[config.mk]
export PLATFORM = sky130hd
export DESIGN_NAME = hp_slot_ctrl
export DESIGN_NICKNAME = d
export VERILOG_FILES = /design/src/rtl/hp_slot_pkg.sv /design/src/rtl/hp_blink_gen.sv /design/src/rtl/hp_ind_drive.sv /design/src/rtl/hp_slot_regs.sv /design/src/rtl/hp_slot_ctrl.sv
export SDC_FILE = /design/constraint.sdc
export NUM_CORES = 1
export LEC_CHECK = 0
export ABC_AREA = 1
export BUFFER_PORTS_ARGS = -buffer_cell sky130_fd_sc_hd__clkbuf_2
export CORE_ASPECT_RATIO = 1.4
export CORE_MARGIN = 3
export CORE_UTILIZATION = 45
export CTS_BUF_LIST = sky130_fd_sc_hd__clkbuf_2 sky130_fd_sc_hd__clkbuf_4 sky130_fd_sc_hd__clkbuf_8
export CTS_CLUSTER_SIZE = 8
export DETAILED_ROUTE_END_ITERATION = 12
export PLACE_DENSITY = 0.74
export SLEW_MARGIN = 10
export SYNTH_ARGS = -nofsm -noshare
export SYNTH_HDL_FRONTEND = slang
export SYNTH_SLANG_ARGS = --single-unit
export TNS_END_PERCENT = 20
[constraint.sdc]
create_clock -name clk -period 1.45 [get_ports clk]
set_input_delay 0.0725 -clock clk [delete_from_list [all_inputs] [get_ports clk]]
set_output_delay 0.0725 -clock clk [all_outputs]
set_load 0.02 [all_outputs]
[src/rtl/hp_slot_pkg.sv]
package hp_slot_pkg;
    localparam int REG_W    = 16;
    localparam int POS_LINK = 12;
    localparam int POS_LOCK = 11;
    localparam int POS_PWR  = 10;
    localparam int POS_PIND = 8;
    localparam int POS_AIND = 6;
    localparam int N_IND    = 2;

    localparam logic [1:0] CODE_RSVD  = 2'b00;
    localparam logic [1:0] CODE_ON    = 2'b01;
    localparam logic [1:0] CODE_BLINK = 2'b10;
    localparam logic [1:0] CODE_OFF   = 2'b11;

    typedef enum logic [1:0] {
        LED_OFF   = 2'd0,
        LED_ON    = 2'd1,
        LED_BLINK = 2'd2
    } led_mode_e;
endpackage

[src/rtl/hp_blink_gen.sv]
module hp_blink_gen #(
    parameter int CLK_HZ = 100_000_000
) (
    input  logic clk,
    input  logic por_n,
    input  logic warm_rst_n,
    output logic phase
);
    localparam int HALF = (CLK_HZ + 1) / 3;
    localparam int CW   = (HALF > 1) ? $clog2(HALF) : 1;
    localparam logic [CW-1:0] LAST = CW'(HALF - 1);

    typedef struct packed {
        logic [CW-1:0] cnt;
        logic          ph;
    } blink_t;

    blink_t st_d, st_q;

    always_comb begin
        st_d = st_q;
        if (!warm_rst_n) begin
            st_d.cnt = '0;
            st_d.ph  = 1'b0;
        end else if (st_q.cnt == LAST) begin
            st_d.cnt = '0;
            st_d.ph  = ~st_q.ph;
        end else begin
            st_d.cnt = st_q.cnt + 1'b1;
        end
    end

    always_ff @(posedge clk or negedge por_n) begin
        if (!por_n) st_q <= '0;
        else        st_q <= st_d;
    end

    assign phase = st_q.ph;

    // The phase may only move after a full half period.
    AST_BLINK_HOLD: assert property (@(posedge clk) disable iff (!por_n)
        (warm_rst_n && st_q.cnt != LAST) |=> $stable(st_q.ph)) else $error("blink step");
    AST_WARM_PHASE: assert property (@(posedge clk) disable iff (!por_n)
        !warm_rst_n |=> !phase) else $error("blink warm");
endmodule

[src/rtl/hp_ind_drive.sv]
module hp_ind_drive
    import hp_slot_pkg::*;
(
    input  logic       clk,
    input  logic       por_n,
    input  logic       warm_rst_n,
    input  logic       wr_en,
    input  logic [1:0] code,
    input  logic       blink_phase,
    output logic       led
);
    led_mode_e mode_d, mode_q;

    always_comb begin
        mode_d = mode_q;
        if (!warm_rst_n) begin
            mode_d = LED_OFF;
        end else if (wr_en) begin
            case (code)
                CODE_ON:    mode_d = LED_ON;
                CODE_BLINK: mode_d = LED_BLINK;
                CODE_OFF:   mode_d = LED_OFF;
                default:    mode_d = mode_q;
            endcase
        end
    end

    always_ff @(posedge clk or negedge por_n) begin
        if (!por_n) mode_q <= LED_OFF;
        else        mode_q <= mode_d;
    end

    always_comb begin
        case (mode_q)
            LED_ON:    led = 1'b1;
            LED_BLINK: led = blink_phase;
            default:   led = 1'b0;
        endcase
    end

    AST_RSVD_HOLD: assert property (@(posedge clk) disable iff (!por_n)
        (warm_rst_n && wr_en && code == CODE_RSVD) |=> mode_q == $past(mode_q)) else $error("rsvd code");
    AST_ON_LIT: assert property (@(posedge clk) disable iff (!por_n)
        (warm_rst_n && wr_en && code == CODE_ON) |=> led) else $error("on code");
    AST_OFF_DARK: assert property (@(posedge clk) disable iff (!por_n)
        (warm_rst_n && wr_en && code == CODE_OFF) |=> !led) else $error("off code");
endmodule

[src/rtl/hp_slot_regs.sv]
module hp_slot_regs
    import hp_slot_pkg::*;
(
    input  logic             clk,
    input  logic             por_n,
    input  logic             warm_rst_n,
    input  logic             wr_en,
    input  logic [REG_W-1:0] wr_data,
    output logic [REG_W-1:0] rd_data,
    output logic             link_en,
    output logic             pwr_off,
    output logic             lock_pulse,
    output logic             lock_state,
    output logic             evt
);
    typedef struct packed {
        logic       link_en;
        logic       pwr_off;
        logic [1:0] pind;
        logic [1:0] aind;
        logic       lock_pulse;
        logic       lock_state;
        logic       evt;
    } regs_t;

    localparam regs_t RST = '{
        link_en: 1'b0, pwr_off: 1'b1, pind: CODE_OFF, aind: CODE_OFF,
        lock_pulse: 1'b0, lock_state: 1'b0, evt: 1'b0
    };

    regs_t r_d, r_q;

    always_comb begin
        r_d            = r_q;
        r_d.lock_pulse = 1'b0;
        r_d.evt        = 1'b0;
        if (r_q.lock_pulse) r_d.lock_state = ~r_q.lock_state;
        if (!warm_rst_n) begin
            r_d.pind = CODE_OFF;
            r_d.aind = CODE_OFF;
        end else if (wr_en) begin
            r_d.link_en    = wr_data[POS_LINK];
            r_d.pwr_off    = wr_data[POS_PWR];
            r_d.pind       = wr_data[POS_PIND +: 2];
            r_d.aind       = wr_data[POS_AIND +: 2];
            r_d.lock_pulse = wr_data[POS_LOCK];
            r_d.evt        = 1'b1;
        end
    end

    always_ff @(posedge clk or negedge por_n) begin
        if (!por_n) r_q <= RST;
        else        r_q <= r_d;
    end

    always_comb begin
        rd_data                  = '0;
        rd_data[POS_LINK]        = r_q.link_en;
        rd_data[POS_PWR]         = r_q.pwr_off;
        rd_data[POS_PIND +: 2]   = r_q.pind;
        rd_data[POS_AIND +: 2]   = r_q.aind;
    end

    assign link_en    = r_q.link_en;
    assign pwr_off    = r_q.pwr_off;
    assign lock_pulse = r_q.lock_pulse;
    assign lock_state = r_q.lock_state;
    assign evt        = r_q.evt;

    AST_LOCK_FIRE: assert property (@(posedge clk) disable iff (!por_n)
        (warm_rst_n && wr_en && wr_data[POS_LOCK]) |=> lock_pulse) else $error("lock fire");
    AST_LOCK_IDLE: assert property (@(posedge clk) disable iff (!por_n)
        !(warm_rst_n && wr_en && wr_data[POS_LOCK]) |=> !lock_pulse) else $error("lock idle");
    AST_LOCK_FLIP: assert property (@(posedge clk) disable iff (!por_n)
        lock_pulse |=> lock_state != $past(lock_state)) else $error("lock flip");
    AST_STICKY_KEEP: assert property (@(posedge clk) disable iff (!por_n)
        !wr_en |=> ($stable(pwr_off) && $stable(link_en))) else $error("sticky");
    AST_WARM_IND: assert property (@(posedge clk) disable iff (!por_n)
        !warm_rst_n |=> (rd_data[POS_PIND +: 2] == CODE_OFF && rd_data[POS_AIND +: 2] == CODE_OFF)) else $error("warm ind");
    AST_EVT_PULSE: assert property (@(posedge clk) disable iff (!por_n)
        (warm_rst_n && wr_en) |=> evt) else $error("event");
    AST_EVT_QUIET: assert property (@(posedge clk) disable iff (!por_n)
        !(warm_rst_n && wr_en) |=> !evt) else $error("event quiet");
endmodule

[src/rtl/hp_slot_ctrl.sv]
module hp_slot_ctrl
    import hp_slot_pkg::*;
#(
    parameter int CLK_HZ = 100_000_000
) (
    input  logic             clk,
    input  logic             por_n,
    input  logic             warm_rst_n,
    input  logic             wr_en,
    input  logic [REG_W-1:0] wr_data,
    output logic [REG_W-1:0] rd_data,
    output logic             link_notify_en,
    output logic             slot_pwr_en,
    output logic             lock_toggle,
    output logic             lock_state,
    output logic             pwr_led,
    output logic             attn_led,
    output logic             ind_event
);
    logic             pwr_off;
    logic             phase;
    logic [N_IND-1:0] led_w;

    hp_slot_regs u_regs (
        .clk        (clk),
        .por_n      (por_n),
        .warm_rst_n (warm_rst_n),
        .wr_en      (wr_en),
        .wr_data    (wr_data),
        .rd_data    (rd_data),
        .link_en    (link_notify_en),
        .pwr_off    (pwr_off),
        .lock_pulse (lock_toggle),
        .lock_state (lock_state),
        .evt        (ind_event)
    );

    hp_blink_gen #(.CLK_HZ(CLK_HZ)) u_blink (
        .clk        (clk),
        .por_n      (por_n),
        .warm_rst_n (warm_rst_n),
        .phase      (phase)
    );

    for (genvar g = 0; g < N_IND; g++) begin : g_ind
        localparam int LSB = (g == 0) ? POS_PIND : POS_AIND;
        hp_ind_drive u_drv (
            .clk         (clk),
            .por_n       (por_n),
            .warm_rst_n  (warm_rst_n),
            .wr_en       (wr_en),
            .code        (wr_data[LSB +: 2]),
            .blink_phase (phase),
            .led         (led_w[g])
        );
    end

    assign slot_pwr_en = ~pwr_off;
    assign pwr_led     = led_w[0];
    assign attn_led    = led_w[1];

    AST_PWR_FOLLOW: assert property (@(posedge clk) disable iff (!por_n)
        (warm_rst_n && wr_en) |=> slot_pwr_en == !$past(wr_data[POS_PWR])) else $error("power");
    AST_RSVD_READ: assert property (@(posedge clk) disable iff (!por_n)
        (rd_data[15:13] == 3'b000 && rd_data[POS_LOCK] == 1'b0 && rd_data[5:0] == 6'b0)) else $error("reserved read");
endmodule

; ---- After elaboration in Yosys (flattened, before gate mapping)
; Cells that the tools add are included.
[word_totals]
ff_bits = 39
latchBits = 0
mem_bits_rw = 0
mem_bits_ro = 0
in_bits = 20
output_inout_bits = 23
word_cells = 49
mem_count = 0
[op_classes]
addsub = 1
multipliers = 0
n_div = 0
magnitude_cmp = 0
n_eq_ne = 15
shifts = 0
muxes = 16
n_bitwise = 3
n_reduce_logical = 3
[op_table]
columns = operator, n
row1 = $mux 26, 1
row2 = $add 25x1->25 const B, 1
row3 = $eq 25x25->1 const B, 1
row4 = $mux 25, 1
row5 = $eq 2x2->1 const B, 6
row6 = $pmux 2 s3, 2
row7 = $eq 2x1->1 const B, 4
row8 = $mux 2, 4
row9 = $ne 4x1->1 const B, 2
row10 = $reduce_and 2->1, 3
row11 = $mux 5, 1
row12 = $mux 1, 4
row13 = $mux 4, 1
row14 = $ne 2x1->1 const B, 2
row15 = $pmux 1 s2, 2
row16 = $not 1->1, 3

; ---- Logic depth before layout (Yosys ltp)
; Gate-level depths: netlist of run 1.
[logic_depth]
word_depth = 4
mapped_depth = 9
mapped_depth_nobuf = 9

; ---- Hierarchy
; Synthesis of run 1 repeated with hierarchy kept, for this count alone.
[hier_totals]
hier_cells = 339
hier_area_um2 = 2464.9
[modules_own_cells]
columns = mod, instances, cells_per_inst, area_per_inst_um2, seq_area_each_um2
row1 = hp_blink_gen, 1, 235, 1614.0, 650.6
row2 = hp_slot_regs, 1, 47, 439.2, 231.5
row3 = hp_ind_drive, 2, 28, 203.9, 50.0
row4 = hp_slot_ctrl, 1, 1, 3.8, 0.0

; ---- Worst setup path before layout of run 1
; OpenSTA, ideal clock, no wires.
[synth_timing]
kind = flip-flop to flip-flop
start = register u_blink.st_q[1] in the netlist's numbering
end = register u_blink.st_q[16] in the netlist's numbering
setup_time_ns = 0.120
arrival_time_ns = 1.183
t_required_ns = 1.330
slack_ns = 0.147
stages_incl_launch_ff = 10
path_buffers = 0
period_less_slack_ns = 1.303
cell_sequence = dfrtp_1 inv_1 ha_1 nand2_1 nor2_1 nand3_1 nor2_2 nor2_4 inv_2 nor2_1
[synth_lines]
columns = element, line_no
row1 = from (decl), hp_blink_gen.sv:18  ; blink_t st_d, st_q;
row2 = from (signal assigned), hp_blink_gen.sv:35  ; else st_q <= st_d;

==> out/results.txt, run 1 <==
combinational family with the most area after synthesis - simple AND/OR/NAND/NOR gates
R2R Path Start - u_blink.st_q[2]
Die Wd - 66.0 um
full die area - 5940 um^2
Peak supply drop - 0.634 mV
Initial Utilization - 0.485
root buffer cell - clkbuf_8
P_leak - 1.23 nW
WL final - 4.64 mm
# nets final - 372
Post-DRT Antenna Nets - 0
GRT Residual Overflow - 0
multi-input logic area - 1120 um^2
vias in the first global route - 1891
status - completed
Final Hold Vio Count - 0
critical path launch point type - register
Max FO, Critical Path - 10
all-layer global routing usage - 0.169
WS Path Type - register to register
Ports - 43
hpwl dp - 3.56 mm
crit share post-route - 0.991
share of cells above drive strength 1 - 0.228
# H-tree levels - 2
most frequent cells in the layout - nand2_1, nor2_1, dfrtp_1, inv_1, clkbuf_2
number of remaining DRC errors - 0
WHS Path Cells - 3
switching power - 0.589 mW
filler cell count - 453
HP Start - warm_rst_n
Gate power share - 0.123
register bit total from synthesis - 39
row count - 29
Synth Area in Adders - 0.0331
final design utilization - 0.566
Clk pwr share - 0.342
Seq/Total Area, Yosys - 0.433
syn_area_per_cell - 7.44 um^2
area grow syn2layout - 16.8%
clock tree sinks - 39
unrepaired setup endpoints after global routing - yes
most common cell after layout, fill and taps aside - nand2_1
CP Data Required Time - 1670 ps
class of the worst hold path - input port to register
Synth Instances - 305
vias - 1916
core area - 4680 um^2
Final min period - 1440 ps
Reg-to-Reg End - u_blink.st_q[3]
CTS Buf Count - 5
Slew Limit Fails - 0
first-pass GRT wire length - 7.93 mm
simple-gate portion of the synthesized area - 0.373
wire per inst - 11.3 um
Reg power frac - 0.534
XOR/XNOR share of the synthesized area - 0.0347
complex-gate fraction of the synthesized area - 0.0221
# Max-Cap Violations - 0
Storage cell area - 982 um^2
clock latency on the worst-skew pair - 290 ps
number of synthesized flops with an enable pin - 0
Via density - 4.68
f_max - 696 MHz
warnings from Yosys - 0
crit end category - register
Synth Cell Area - 2270 um^2
WP data arrival - 1660 ps
Synth Flop Type - dfrtp_1
Die H - 90.0 um
port bufs - 23
final setup fails - 0
R2R setup slack - 10 ps
largest net degree at the start of global routing - 40
Power Internal - 1.60 mW
PD cells - 827 nW/um^2
Worst-path clk slew - 80 ps
Starting DRT DRC Count - 73
setup TNS - 0 ps
post-synthesis mux area share - 0
CTS tree - done
# diodes - 0
Clock Path Buffers - 2
initial antenna violation count - 0
Placer Congestion - 0.919
sw frac - 0.269
clock skew - 5.95 ps
R2R depth - 9
Post-synth ARST share - 1.00
worst hold path endpoint - u_blink.phase
DRT Pass-1 Iters - 4
Distinct cells, synth - 26
flip-flops by register name, summed over array words and instances, names as in the netlist:
signal              count
u_blink.st_q           25
g_ind.u_drv.mode_q      4
u_regs.rd_data          4
u_blink.phase           1
u_regs.evt              1
u_regs.link_en          1
u_regs.lock_pulse       1
u_regs.lock_state       1
u_regs.pwr_off          1
worst max path at each step:
stage                     slack [ps]          endpoint  depth (start not counted)            start
final                             10   u_blink.st_q[3]                          9  u_blink.st_q[2]
after CTS                        -20   u_blink.st_q[4]                          9  u_blink.st_q[2]
after detailed placement         -40   u_blink.st_q[4]                          9  u_blink.st_q[1]
after global routing             -90  u_blink.st_q[15]                          7  u_blink.st_q[2]
after global placement            20   u_blink.st_q[5]                          9  u_blink.st_q[1]
after floorplan                  150  u_blink.st_q[16]                          9  u_blink.st_q[1]
Yosys cell counts, types with 5 or more instances:
cell     number  share of area
xor2_1        6          0.023
nor2_2        8          0.022
nand2_1      82           0.14
buf_4        12          0.040
nor2_4        5          0.025
ha_1          6          0.033
a21oi_1       6          0.013
nand3_1      11          0.024
nor2_1       69           0.11
dfstp_2       5          0.058
dfrtp_1      34           0.38
inv_1        32          0.053
stage by stage:
step	instance area, um^2	setup slack (ps)	hold WS, ps	instances	power, mW
final	2650	13.3	12.8	409	2.19
after global routing	2650	-88.4	31.1	409	2.29
after CTS	2630	-19.7	6.93	409	2.21
after detailed placement	2480	-39.4	162	396	1.45
after global placement	2480	18.8	158	396	1.44
after floorplan	2300	147	-223	314	1.37
critical path: stages, from the launching register on:
cell     delay [ps]
dfrtp_1         400
inv_1            60
ha_2            170
nand2_1          50
nor2_1           40
nand3_1         120
nor2_4           60
nor2_4          270
nand2_1          90
nor2_1          110
logic make-up after synthesis:
group,after synthesis
AND/OR/NAND/NOR,191
other,1
buffers and inverters,50
XOR/XNOR,9
flip-flops,39
adder cells (fa/ha/maj),6
AO/OA/AOI/OAI,9
final cells by class:
type / count / area share
Clock buffer: 7 / 0.0316
Clock inverter: 1 / 0.00189
Inverter: 37 / 0.0534
Multi-Input combinational cell: 225 / 0.423
Sequential cell: 39 / 0.371
Tap cell: 62 / 0.0293
Timing Repair Buffer: 38 / 0.0907
per-layer routing:
metal,global-route usage,vias up,routed length (um)
met3,0.0337,9,177
met1,0.188,887,1880
met2,0.310,42,2490
met5,0,-,0
met4,0.0593,0,87
li1,-,978,-
repair_timing:
item                                   in CTS  in global routing
hold buffers                                5                  0
endpoints found under the hold margin      38                  0
pin swaps                                   1                  3
resized for setup                           4                  7
setup endpoints to repair                   8                 19
setup buffers                               0                  0
power groups by stage:
stage / sequential [mW] / clock (mW) / combinational, mW
2_1_floorplan: 1.22 / 0 / 0.147
3_5_place_dp: 1.19 / 0 / 0.262
5_1_grt: 1.18 / 0.812 / 0.300
3_3_place_gp: 1.19 / 0 / 0.252
6_report: 1.17 / 0.751 / 0.270
4_1_cts: 1.17 / 0.769 / 0.272
No activity file was read; power rests on OpenSTA's default activity.
==> run 2: changes to the inputs <==
==> constraint.sdc (replaced) <==
create_clock -name clk -period 1.45 [get_ports clk]
set_input_delay 0.3625 -clock clk [delete_from_list [all_inputs] [get_ports clk]]
set_output_delay 0.3625 -clock clk [all_outputs]
set_load 0.02 [all_outputs]
==> run 2 against run 1 <==
Net effect: the flow now finishes with violations (setup timing); global-route usage grew 0.067 points; largest cell class unchanged; clock power grew 46%; sequential share of layout area shrank 1.7 points; core utilization grew 2.8 points; routed wire length grew 0.88%; die area is the same; highest routed layer unchanged; worst hold slack gained 0.56 ps; non-clock buffer count shrank 1; clock skew is essentially flat; first-iteration DRC count shrank 14%; sequential power is essentially flat; worst setup slack lost 180 ps.
==> out/results.txt, run 2 (synthesis gave the netlist of run 1 again) <==
full die area - 5940 um^2 (unchanged)
WP data arrival - 1250 ps (-410 ps)
Post-DP Area - 2490 um^2 (+0.51%)
R2R depth - 10 (+1)
clock skew - 6.27 ps (+0.315 ps)
# Max-Cap Violations - 0 (unchanged)
Slew Limit Fails - 0 (unchanged)
multi-input logic area - 1180 um^2 (+5.5%)
CTS Buf Count - 5 (unchanged)
Final WS setup - -167 ps (-180 ps)
hpwl dp - 3.42 mm (-3.9%)
Reg-to-Reg End - u_blink.st_q[25]
# nets final - 371 (-0.27%)
Max FO, Critical Path - 2 (-8)
Placer Congestion - 0.900 (-2.1%)
Final min period - 1620 ps (+180 ps)
most frequent cells in the layout - nand2_1, nor2_1, dfrtp_1, inv_1, clkbuf_2
# diodes - 0 (unchanged)
R2R setup slack - 10 ps (about the same)
root buffer cell - clkbuf_8
DRT Pass-1 Iters - 4 (unchanged)
vias - 1959 (+2.2%)
Ports - 43 (unchanged)
CTS tree - done
WL final - 4.68 mm (+0.88%)
filler cell count - 431 (-4.9%)
all-layer global routing usage - 0.170 (+0.000675)
Die Wd - 66.0 um (unchanged)
Post-Layout Inst Area - 2780 um^2 (+4.9%)
P_leak - 1.27 nW (+2.9%)
vias in the first global route - 1864 (-1.4%)
initial antenna violation count - 0 (unchanged)
number of remaining DRC errors - 0 (unchanged)
final setup fails - 2 (+2)
hold buffer count at cts - 0 (-5)
largest net degree at the start of global routing - 40 (unchanged)
final design utilization - 0.594 (+0.0278)
Clock Path Buffers - 2 (unchanged)
PD cells - 921 nW/um^2 (+11%)
status - finished, violations left
Initial Utilization - 0.485 (unchanged)
slowest CP cell - dfrtp_1
share of cells above drive strength 1 - 0.292 (+0.0642)
crit share post-route - 1.12 (+0.124)
register with the most flip-flops - u_blink.st_q
crit end category - primary output
R2R Path Start - u_blink.st_q[2]
CP Data Required Time - 1090 ps (-580 ps)
Starting DRT DRC Count - 63 (-14%)
row count - 29 (unchanged)
Peak supply drop - 0.928 mV (+46%)
Die H - 90.0 um (unchanged)
Via density - 4.80 (+2.5%)
# H-tree levels - 2 (unchanged)
WS Path Type - register to primary output
f_max - 619 MHz (-11%)
max reg flops - 25 (unchanged)
Worst-path clk slew - 80 ps (about the same)
Post-DRT Antenna Nets - 0 (unchanged)
wire per inst - 11.5 um (+1.1%)
GRT Residual Overflow - 0 (unchanged)
clock latency on the worst-skew pair - 300 ps (about the same)
worst path cell trace - inv_2 > ha_4 > nor2_1 > buf_4
critical path launch point type - register
first-pass GRT wire length - 7.89 mm (-0.53%)
area grow syn2layout - 22.6%
Storage cell area - 982 um^2 (unchanged)
Final Hold Vio Count - 0 (unchanged)
failing checks - setup timing
peak per-stage delay on the critical path - 400 ps (about the same)
clock tree sinks - 39 (unchanged)
most common cell after layout, fill and taps aside - nand2_1
unrepaired setup endpoints after global routing - yes
Place WS - -15.7 ps (+23.7 ps)
port bufs - 23 (unchanged)
core area - 4680 um^2 (unchanged)
class of the worst hold path - input port to async pin
[run 2: metal layers]
layer,global-route usage,share of wire,up-vias
met1,0.190,0.39,920
met4,0.0881,0.027,0
met2,0.291,0.54,46
met3,0.0399,0.047,12
met5,0,0,-
li1,-,-,981
[run 2: power by group]
group,internal (mW),total (mW),switching (mW)
registers,1.14,1.17,0.0329
logic,0.100,0.287,0.187
clock network,0.706,1.10,0.396
[run 2: worst max-delay path by stage]
| stage | startpoint | to | slack (ps) | depth (start not counted) |
|---|---|---|---|---|
| after floorplan | g_ind[1].u_drv.mode_q[0] | attn_led | 140 | 3 |
| after global placement | u_blink.st_q[1] | u_blink.st_q[5] | -3 | 9 |
| after detailed placement | u_blink.st_q[1] | u_blink.st_q[1] | -20 | 9 |
| after CTS | g_ind[1].u_drv.mode_q[1] | attn_led | -190 | 5 |
| after global routing | g_ind[1].u_drv.mode_q[1] | attn_led | -240 | 5 |
| final | g_ind[1].u_drv.mode_q[0] | attn_led | -170 | 4 |
[run 2: area by class of cell]
| class | instances | share of cell area |
|---|---|---|
| Timing Repair Buffer | 37 | 0.0941 |
| Inverter | 37 | 0.0509 |
| Sequential cell | 39 | 0.353 |
| Clock buffer | 6 | 0.0275 |
| Multi-Input combinational cell | 225 | 0.425 |
| Clock inverter | 2 | 0.0216 |
| Tap cell | 62 | 0.0279 |
[run 2: per-stage QoR]
step           std cells  hold WS, ps  setup TNS, ps  power (mW)
2_1_floorplan        314         66.9              0        1.37
3_3_place_gp         396          352          -3.50        1.44
3_5_place_dp         396          351          -51.2        1.45
4_1_cts              404         30.0           -575        2.55
5_1_grt              408         35.6          -1350        2.67
6_report             408         13.4           -327        2.56
[run 2: critical path: cells and delay by family, from the launching register on]
kind | cells | cell delay, ps
simple gates | 1 | 120
flops | 1 | 400
fa+ha+maj | 1 | 200
buf+inv | 2 | 240
[run 2: timing repair]
action,in CTS,in global routing
resized for setup,6,30
endpoints found under the setup margin,11,24
buffers inserted,0,4
pin swaps,2,12
